--- config.mk ---
export PLATFORM = sky130hd
export DESIGN_NAME = hmac_unit
export DESIGN_NICKNAME = d
export VERILOG_FILES = /design/src/rtl/hmac_pkg.sv /design/src/rtl/hmac_halfsel.sv /design/src/rtl/hmac_mul.sv /design/src/rtl/hmac_acc.sv /design/src/rtl/hmac_unit.sv
export SDC_FILE = /design/constraint.sdc
export NUM_CORES = 2
export LEC_CHECK = 0
export BUFFER_PORTS_ARGS = -buffer_cell sky130_fd_sc_hd__buf_4
export CAP_MARGIN = 20
export CORE_AREA = 5 5 262 264
export DETAILED_ROUTE_END_ITERATION = 6
export DIE_AREA = 0 0 267 269
export GPL_TIMING_DRIVEN = 0
export PLACE_DENSITY = 0.74
export SETUP_SLACK_MARGIN = 0.5
export SYNTH_ARGS = -nofsm -noshare
export SYNTH_HDL_FRONTEND = slang
export SYNTH_SLANG_ARGS = --single-unit
--- constraint.sdc ---
create_clock -name clk_i -period 2 [get_ports clk_i]
set_input_delay 0.4 -clock clk_i [delete_from_list [all_inputs] [get_ports clk_i]]
set_output_delay 0.4 -clock clk_i [all_outputs]
set_load 0.1 [all_outputs]
--- src/rtl/hmac_pkg.sv ---
package hmac_pkg;
  localparam int unsigned WORD_W = 32;

  typedef enum logic [2:0] {
    OP_MUL_HH  = 3'd0,
    OP_MAC_HH  = 3'd1,
    OP_MACL_HH = 3'd2,
    OP_MUL_WH  = 3'd3,
    OP_MAC_WH  = 3'd4
  } hmac_op_e;

  // signed add overflow from operand and sum sign bits
  function automatic logic add_ovf(input logic sgn_a, input logic sgn_b, input logic sgn_s);
    return (sgn_a == sgn_b) && (sgn_s != sgn_a);
  endfunction
endpackage

--- src/rtl/hmac_halfsel.sv ---
module hmac_halfsel #(
  parameter int unsigned DW = 32,
  localparam int unsigned HW = DW / 2
) (
  input  logic [DW-1:0] word_i,
  input  logic          sel_i,
  output logic [HW-1:0] half_o
);
  assign half_o = sel_i ? word_i[DW-1:HW] : word_i[HW-1:0];
endmodule

--- src/rtl/hmac_mul.sv ---
module hmac_mul #(
  parameter int unsigned DW = 32,
  localparam int unsigned HW = DW / 2,
  localparam int unsigned PW = DW + HW
) (
  input  logic [HW-1:0] a_half_i,
  input  logic [HW-1:0] b_half_i,
  input  logic [DW-1:0] a_word_i,
  output logic [DW-1:0] prod_hh_o,
  output logic [DW-1:0] prod_wh_o
);
  logic [DW-1:0] a_hx, b_hx;
  logic [PW-1:0] a_wx, b_wx, prod_w;
  logic          unused_low;

  assign a_hx = {{HW{a_half_i[HW-1]}}, a_half_i};
  assign b_hx = {{HW{b_half_i[HW-1]}}, b_half_i};
  assign prod_hh_o = $signed(a_hx) * $signed(b_hx);

  assign a_wx = {{HW{a_word_i[DW-1]}}, a_word_i};
  assign b_wx = {{DW{b_half_i[HW-1]}}, b_half_i};
  assign prod_w = $signed(a_wx) * $signed(b_wx);
  assign prod_wh_o = prod_w[PW-1:HW];
  assign unused_low = ^prod_w[HW-1:0];
endmodule

--- src/rtl/hmac_acc.sv ---
module hmac_acc
  import hmac_pkg::*;
#(
  parameter int unsigned DW = 32,
  localparam int unsigned AW = 2 * DW
) (
  input  hmac_op_e      op_i,
  input  logic [DW-1:0] prod_hh_i,
  input  logic [DW-1:0] prod_wh_i,
  input  logic [AW-1:0] acc_i,
  output logic [AW-1:0] res_o,
  output logic          ovf_o
);
  logic [DW-1:0] addend, sum_s;
  logic [AW-1:0] sum_l;

  assign addend = (op_i == OP_MAC_WH) ? prod_wh_i : prod_hh_i;
  assign sum_s  = addend + acc_i[DW-1:0];
  assign sum_l  = {{DW{prod_hh_i[DW-1]}}, prod_hh_i} + acc_i;

  always_comb begin
    res_o = '0;
    ovf_o = 1'b0;
    unique case (op_i)
      OP_MUL_HH:  res_o = {{DW{1'b0}}, prod_hh_i};
      OP_MUL_WH:  res_o = {{DW{1'b0}}, prod_wh_i};
      OP_MACL_HH: res_o = sum_l;
      OP_MAC_HH, OP_MAC_WH: begin
        res_o = {{DW{1'b0}}, sum_s};
        ovf_o = add_ovf(addend[DW-1], acc_i[DW-1], sum_s[DW-1]);
      end
      default: begin
        res_o = '0;
        ovf_o = 1'b0;
      end
    endcase
  end
endmodule

--- src/rtl/hmac_unit.sv ---
module hmac_unit
  import hmac_pkg::*;
#(
  parameter int unsigned DW = WORD_W,
  localparam int unsigned HW = DW / 2,
  localparam int unsigned AW = 2 * DW
) (
  input  logic          clk_i,
  input  logic          rst_ni,
  input  logic          valid_i,
  input  logic [2:0]    op_i,
  input  logic          sel_a_i,
  input  logic          sel_b_i,
  input  logic [DW-1:0] src_a_i,
  input  logic [DW-1:0] src_b_i,
  input  logic [AW-1:0] acc_i,
  input  logic          ovf_clr_i,
  output logic          valid_o,
  output logic [AW-1:0] result_o,
  output logic          ovf_o
);
  logic [1:0][DW-1:0] src_arr;
  logic [1:0]         sel_arr;
  logic [1:0][HW-1:0] half_arr;
  logic [DW-1:0]      prod_hh, prod_wh;
  logic [AW-1:0]      res_c;
  logic               ovf_c;
  logic               valid_q, ovf_q;
  logic [AW-1:0]      res_q;

  assign src_arr = {src_b_i, src_a_i};
  assign sel_arr = {sel_b_i, sel_a_i};

  for (genvar g = 0; g < 2; g++) begin : g_sel
    hmac_halfsel #(.DW(DW)) u_sel (
      .word_i(src_arr[g]),
      .sel_i (sel_arr[g]),
      .half_o(half_arr[g])
    );
  end

  hmac_mul #(.DW(DW)) u_mul (
    .a_half_i (half_arr[0]),
    .b_half_i (half_arr[1]),
    .a_word_i (src_a_i),
    .prod_hh_o(prod_hh),
    .prod_wh_o(prod_wh)
  );

  hmac_acc #(.DW(DW)) u_acc (
    .op_i     (hmac_op_e'(op_i)),
    .prod_hh_i(prod_hh),
    .prod_wh_i(prod_wh),
    .acc_i    (acc_i),
    .res_o    (res_c),
    .ovf_o    (ovf_c)
  );

  always_ff @(posedge clk_i or negedge rst_ni) begin
    if (!rst_ni) begin
      valid_q <= 1'b0;
      res_q   <= '0;
      ovf_q   <= 1'b0;
    end else begin
      valid_q <= valid_i;
      if (valid_i) res_q <= res_c;
      // a fresh overflow beats a clear in the same cycle
      if (valid_i && ovf_c) ovf_q <= 1'b1;
      else if (ovf_clr_i)   ovf_q <= 1'b0;
    end
  end

  assign valid_o  = valid_q;
  assign result_o = res_q;
  assign ovf_o    = ovf_q;
endmodule

Word-level counts from Yosys, hierarchy flattened --
Index checks and enable logic that the tools add are counted.
Word-level totals: flip-flop bits (word level) 66, bits of input ports 137, output and inout bits 66, logic and storage cells 25
Operators by class: add/subtract/negate cells 2, multipliers 2, equal/unequal tests 6, mux-type cells 7, reduce and logical (&&, ||, !) cells 5
Operators with widths (number):
- one-hot mux 64 bit (4 select lines) | 1
- adder 64 bit | 1
- multiplier 32 x 16 -> 48 bit | 1
- adder 32 bit | 1
- multiplier 16 x 16 -> 32 bit | 1
- 2-to-1 mux 16 bit | 2
- 2-to-1 mux 32 bit | 1
- == test 3 x 2 -> 1 bit, second input constant | 2
- == test 3 x 1 -> 1 bit, second input constant | 1
- == test 3 bit, second input constant | 1
- logical NOT 3 bit | 1
- 2-to-1 mux 1 bit | 3
- logical AND 1 bit | 2
- nonzero test 2 bit | 1
- OR reduction 2 bit | 1
- == test 1 bit | 1
- inequality test 1 bit | 1

Longest topological paths before layout --
depth in word-level cells 9, depth in mapped cells 42, mapped depth without buffers 38

Hierarchy --
From an unflattened synthesis, not the netlist that was laid out.
Unflattened totals: cells, all modules 4143, area, all modules 36677.7 sq um
By module, submodules not included:
- hmac_mul | times used 1, cells each 3003, area each 26833.2 sq um, seq. area each 0.0 sq um
- hmac_acc | times used 1, cells each 964, area each 6705.2 sq um, seq. area each 0.0 sq um
- hmac_unit | times used 1, cells each 140, area each 2641.3 sq um, seq. area each 1651.6 sq um
- hmac_halfsel | times used 2, cells each 18, area each 249.0 sq um, seq. area each 0.0 sq um

Worst setup path after synthesis --
No wires, ideal clock.
path kind input -> register, from in sel_a_i, to reg res_q[63] (netlist: result_o[63]), setup time 0.132 ns, arrival 10.074 ns, required time 1.868 ns, slack -8.205 ns, cell stages on the path 34, path buffers 4, path through clkbuf_1 > buf_1 > clkbuf_1 > mux2i_1 > nor2_1 > fa_1 > fa_1 > inv_1 > fa_1 > inv_1 > fa_1 > inv_1 > fa_1 > inv_1 > fa_1 > ha_1 > nand3_1 > nor2_1 > and3_1 > nand4_1 > a41o_1 > nor2_1 > ha_1 > clkbuf_1 > nand4_1 > nor2_1 > nand3_1 > or4_1 > o211a_1 > a2111oi_1 > or4b_1 > a31oi_1 > xnor2_1 > o2bb2ai_1
On the way: word-level cells in the longest chain between the ends 4
Ends and longest elaborated chain:
- start: declaration | line hmac_unit.sv:12 | input logic sel_a_i,
- 2-to-1 mux 16 bit | line hmac_halfsel.sv:9 | assign half_o = sel_i ? word_i[DW-1:HW] : word_i[HW-1:0];
- multiplier 16 x 16 -> 32 bit | line hmac_mul.sv:18 | assign prod_hh_o = $signed(a_hx) * $signed(b_hx);
- adder 64 bit | line hmac_acc.sv:19 | assign sum_l = {{DW{prod_hh_i[DW-1]}}, prod_hh_i} + acc_i;
- one-hot mux 64 bit (4 select lines) | line hmac_acc.sv:24 | unique case (op_i)
- end signal: assignment | line hmac_unit.sv:66 | if (valid_i) res_q <= res_c;
- end: declaration | line hmac_unit.sv:29 | logic [AW-1:0] res_q;
Every way passes these cells. A chain may end at the register's enable or synchronous reset.

Final worst setup path --
from in sel_b_i, to reg res_q[31] (netlist: result_o[31])
On the way: word-level cells in the longest chain between the ends 5, elaborated cells on any way between the ends 7, those cells by class 2 x add/sub; 2 x mul; 3 x mux
Ends and longest elaborated chain:
- start: declaration | line hmac_unit.sv:13 | input logic sel_b_i,
- 2-to-1 mux 16 bit * | line hmac_halfsel.sv:9
- multiplier 32 x 16 -> 48 bit / multiplier 16 x 16 -> 32 bit (equally long branches) | line hmac_mul.sv:22, hmac_mul.sv:18
- 2-to-1 mux 32 bit | line hmac_acc.sv:17 | assign addend = (op_i == OP_MAC_WH) ? prod_wh_i : prod_hh_i;
- adder 32 bit | line hmac_acc.sv:18 | assign sum_s = addend + acc_i[DW-1:0];
- one-hot mux 64 bit (4 select lines) * | line hmac_acc.sv:24
Mark *: on every way between the ends. The rest lies on a longest branch, timed or not.

==> flow_summary.html <==
<table>
<tr><th>Metric</th><th>Value</th></tr>
<tr><th colspan="2">Logic synthesis</th></tr>
<tr><td>Post-synth cell types</td><td>between 70 and 80</td></tr>
<tr><td>Number of enable-type register cells in the synthesized netlist</td><td>0</td></tr>
<tr><td>Number of synthesized register bits</td><td>66</td></tr>
<tr><td>Total of warnings raised by yosys</td><td>0</td></tr>
<tr><td>Gate count of the mapped netlist</td><td>roughly 4200</td></tr>
<tr><td>Synthesized area divided by synthesized cell count</td><td>about 8.5 um2</td></tr>
<tr><td>Synthesized net count</td><td>5400</td></tr>
<tr><td>Most used flip-flop cell after synthesis</td><td>dfrtp_1</td></tr>
<tr><td>Sequential element share of the synthesized area</td><td>~4.6%</td></tr>
<tr><td>Share of async-settable or async-resettable flops after synthesis</td><td>between 90% and 100%</td></tr>
<tr><td>Mapped cell area</td><td>36000 um2</td></tr>
<tr><th colspan="2">Critical path</th></tr>
<tr><td>Top fanout value on the critical path</td><td>7</td></tr>
<tr><td>Cell with the biggest individual delay on the critical path</td><td>fa_1</td></tr>
<tr><td>Critical setup path kind</td><td>in2reg</td></tr>
<tr><td>Register-to-register setup slack</td><td>780 ps</td></tr>
<tr><td>Worst path required time</td><td>2260 ps</td></tr>
<tr><td>Worst stage delay on the critical path</td><td>580 ps</td></tr>
<tr><td>Most common cell on crit path</td><td>fa_1</td></tr>
<tr><td>Worst Setup Start Kind</td><td>input pin</td></tr>
<tr><td>Critical path endpoint category</td><td>flip-flop</td></tr>
<tr><td>Arrival time at the worst endpoint</td><td>approximately 9400 ps</td></tr>
<tr><th colspan="2">Finish</th></tr>
<tr><td>Layout fillers</td><td>approximately 5000</td></tr>
<tr><td>Non-Filler Cell Area, Final</td><td>around 45000 um2</td></tr>
<tr><td>Multi-input gate area in the final layout</td><td>between 30000 and 40000 um2</td></tr>
<tr><td>Most used cells in the layout excluding fill and tap cells</td><td>inv_1, fa_1, nand2_1</td></tr>
<tr><td>Non-filler instance count after layout</td><td>about 5600</td></tr>
<tr><td>Net count of the finished layout</td><td>slightly below 6000</td></tr>
<tr><td>Share of cells above drive strength 1</td><td>22.7%</td></tr>
<tr><td>Leading cell type in the layout, fill and taps excluded</td><td>inv_1</td></tr>
<tr><td>Layout Utilization</td><td>approximately two thirds</td></tr>
<tr><td>Storage element area</td><td>between 1500 and 2000 um2</td></tr>
<tr><td>Area Growth Syn to Fin</td><td>26.3%</td></tr>
<tr><th colspan="2">Routing</th></tr>
<tr><td>Via/cell ratio</td><td>around 5.9</td></tr>
<tr><td>Aggregate routed wire length</td><td>roughly 130 mm</td></tr>
<tr><td>Count of vias placed by the detailed router</td><td>32700</td></tr>
<tr><td>Number of nets with antenna violations after detailed routing</td><td>0</td></tr>
<tr><td>Number of remaining DRC errors</td><td>0</td></tr>
<tr><td>Drt wl/cell</td><td>about 23 um</td></tr>
<tr><td>Detailed Routing Iterations Pass 1</td><td>6</td></tr>
<tr><td>DR iter-0 viols</td><td>2907</td></tr>
<tr><th colspan="2">Clocking</th></tr>
<tr><td>Buffers from clock root to sink, at most</td><td>2</td></tr>
<tr><td>CTS root buffer</td><td>clkbuf_16</td></tr>
<tr><td>Number of buffers inserted during clock tree synthesis</td><td>9</td></tr>
<tr><td>Clock tree from TritonCTS</td><td>done</td></tr>
<tr><td>H-tree Lvls</td><td>3</td></tr>
<tr><td>Count of hold-fix buffers inserted at cts</td><td>0</td></tr>
<tr><td>Clk Latency, worst-skew pair</td><td>around 350 ps</td></tr>
<tr><td>CTS clock-pin slew for the worst setup and hold paths</td><td>60 ps</td></tr>
<tr><td>Total clock sinks</td><td>66</td></tr>
<tr><th colspan="2">Timing</th></tr>
<tr><td>Actual slew at the worst max-slew pin</td><td>roughly 1100 ps</td></tr>
<tr><td>Final setup violation count</td><td>65</td></tr>
<tr><td>RSZ-0062 raised after global routing</td><td>true</td></tr>
<tr><td>Final critical delay including setup and external delays</td><td>slightly above 9000 ps</td></tr>
<tr><td>Final hold violations</td><td>0</td></tr>
<tr><td>Minimum setup slack in the final design</td><td>-7180 ps</td></tr>
<tr><td>Tcrit/Tclk final</td><td>459%</td></tr>
<tr><td>Final TNS setup</td><td>-430050 ps</td></tr>
<tr><td>Relative slew slack</td><td>24.7%</td></tr>
<tr><td>Count of final max-slew check failures</td><td>0</td></tr>
<tr><td>Maximum clock skew at final layout</td><td>0 ps</td></tr>
<tr><td>Highest Clock Rate</td><td>approximately 0.11 GHz</td></tr>
<tr><th colspan="2">Run status</th></tr>
<tr><td>Outcome</td><td>finished, violations left</td></tr>
<tr><td>Failing checks</td><td>setup timing</td></tr>
<tr><th colspan="2">Global route</th></tr>
<tr><td>Pin count of the biggest net entering global routing</td><td>67</td></tr>
<tr><td>Combined global-route utilization of all metal layers</td><td>approximately a third</td></tr>
<tr><td>First-pass GRT wire length</td><td>between 150 and 200 mm</td></tr>
<tr><td>Number of global-route vias before repair</td><td>~34000</td></tr>
<tr><td>Number of antenna violations at the first check in global routing</td><td>5</td></tr>
<tr><td>Global route total overflow</td><td>0</td></tr>
<tr><th colspan="2">Floorplan</th></tr>
<tr><td>Initial core utilization</td><td>a little over half</td></tr>
<tr><td>Horizontal die dimension</td><td>267 um</td></tr>
<tr><td>Core box area</td><td>between 60000 and 70000 um2</td></tr>
<tr><td>Site row count</td><td>between 90 and 100</td></tr>
<tr><td>Die Y-Extent</td><td>269 um</td></tr>
<tr><td>Die area</td><td>between 70000 and 80000 um2</td></tr>
<tr><td>Ports placed on the boundary</td><td>between 200 and 250</td></tr>
<tr><th colspan="2">Placement</th></tr>
<tr><td>HPWL after detailed placement</td><td>roughly 100 mm</td></tr>
<tr><td>Placer congestion estimate</td><td>~0.99</td></tr>
<tr><td>Buffers on Ports</td><td>about 180</td></tr>
<tr><td># placed instances</td><td>roughly 5300</td></tr>
<tr><td>Post-DP Area</td><td>about 39000 um2</td></tr>
<tr><th colspan="2">Min path</th></tr>
<tr><td>Class of the most critical hold timing path</td><td>in2async</td></tr>
<tr><th colspan="2">Flow run</th></tr>
<tr><td>MaxCap Viol Count</td><td>0</td></tr>
</table>
-- worst max-delay path: cells and delay by family --
kind / cells / cell delay [ps]
fa+ha+maj: 8 / 3610
simple gates: 7 / 810
buf+inv: 10 / 1110
mux: 1 / 380
xor+xnor: 3 / 480
compound gates: 13 / 2580
-- per-stage QoR --
stage	hold WS (ps)	worst slack, ps
floorplan	104	-6500
global placement	468	-9160
detailed placement	474	-8990
CTS	214	-7060
global route	259	-7400
finish	187	-7180
-- cell usage after synthesis (4+ instances only) --
| library cell | n | area share [%] |
|---|---|---|
| a211o_1 | 8 | 0.19 |
| a211oi_1 | 23 | 0.48 |
| a21o_1 | 87 | 1.8 |
| a21oi_1 | 153 | 2.1 |
| a221o_1 | 5 | 0.14 |
| a221oi_1 | 17 | 0.41 |
| a222oi_1 | 5 | 0.14 |
| a22o_1 | 10 | 0.24 |
| a22oi_1 | 5 | 0.10 |
| a31oi_1 | 22 | 0.38 |
| a32oi_1 | 4 | 0.097 |
| a41oi_1 | 6 | 0.15 |
| and2_1 | 180 | 3.1 |
| and3_1 | 16 | 0.28 |
| buf_1 | 5 | 0.052 |
| clkbuf_1 | 178 | 1.9 |
| dfrtp_1 | 66 | 4.6 |
| fa_1 | 749 | 42 |
| ha_1 | 288 | 10 |
| inv_1 | 910 | 9.5 |
| mux2_2 | 31 | 0.97 |
| mux2i_1 | 28 | 0.78 |
| nand2_1 | 591 | 6.2 |
| nand2b_1 | 30 | 0.52 |
| nand3_1 | 35 | 0.49 |
| nand4_1 | 23 | 0.40 |
| nor2_1 | 213 | 2.2 |
| nor2b_1 | 51 | 0.89 |
| nor3_1 | 16 | 0.22 |
| o2111ai_1 | 4 | 0.097 |
| o211ai_1 | 11 | 0.23 |
| o21a_1 | 16 | 0.33 |
| o21ai_0 | 104 | 1.4 |
| o21ai_1 | 10 | 0.14 |
| o21bai_1 | 22 | 0.46 |
| o221ai_1 | 8 | 0.19 |
| o22ai_1 | 18 | 0.31 |
| o2bb2ai_1 | 37 | 0.90 |
| o31a_1 | 6 | 0.15 |
| o31ai_1 | 9 | 0.19 |
| or2_2 | 4 | 0.070 |
| or3_1 | 11 | 0.19 |
| xnor2_1 | 117 | 2.8 |
| xor2_1 | 48 | 1.2 |
-- kinds of logic after synthesis --
family                     share of synthesized area [%]
muxes                                               1.81
and+or+nand+nor                                     14.8
buffers and inverters                               11.4
xor gates and xnor gates                            4.02
AOI/OAI and AO/OA                                   11.7
adders and majority gates                           51.7
DFF                                                 4.59
-- state kept, by name, summed over array words and instances, names as in the netlist --
| signal | count |
|---|---|
| ovf_o | 1 |
| result_o | 64 |
| valid_o | 1 |
-- final cells by class --
type	instances	share of cell area (%)
inverters	912	7.56
well taps	873	2.40
plain buffers	183	3.57
diodes	3	0.0165
clock inverters	7	0.206
repair buffers	460	8.60
multi-input cells	3066	73.5
flip-flops and latches	66	3.63
clock buffers	9	0.495
-- routing by layer --
layer,vias up,share of wire [%],global-route usage [%]
li1,14100,-,-
met1,16400,36,43.3
met2,1706,46,57.0
met3,474,10,10.1
met4,4,7.3,18.8
met5,-,0.10,1.32
-- path summary, 6_finish.rpt --
kind                                          startpoint                       end  depth (start not counted)
worst max-delay path                             sel_b_i  result_o[31]$_DFFE_PN0P_                         42
worst min-delay path                              rst_ni  result_o[34]$_DFFE_PN0P_                          1
worst max register to register  result_o[22]$_DFFE_PN0P_  result_o[22]$_DFFE_PN0P_                          5
worst min register to register  result_o[44]$_DFFE_PN0P_  result_o[44]$_DFFE_PN0P_                          1
max in group asynchronous                         rst_ni   result_o[5]$_DFFE_PN0P_                          1
min in group clk_i                             ovf_clr_i         ovf_o$_DFFE_PN0P_                          2
-- repair_timing --
item                       4_1_cts  5_1_grt
cloned                           7        0
setup endpoints to repair       66       66
pin swaps                      167      196
resized for setup              506      260
setup buffers                  179       86
Power is not shown: default switching activity piles up to over one toggle a cycle in this logic, so the estimate is an artifact.
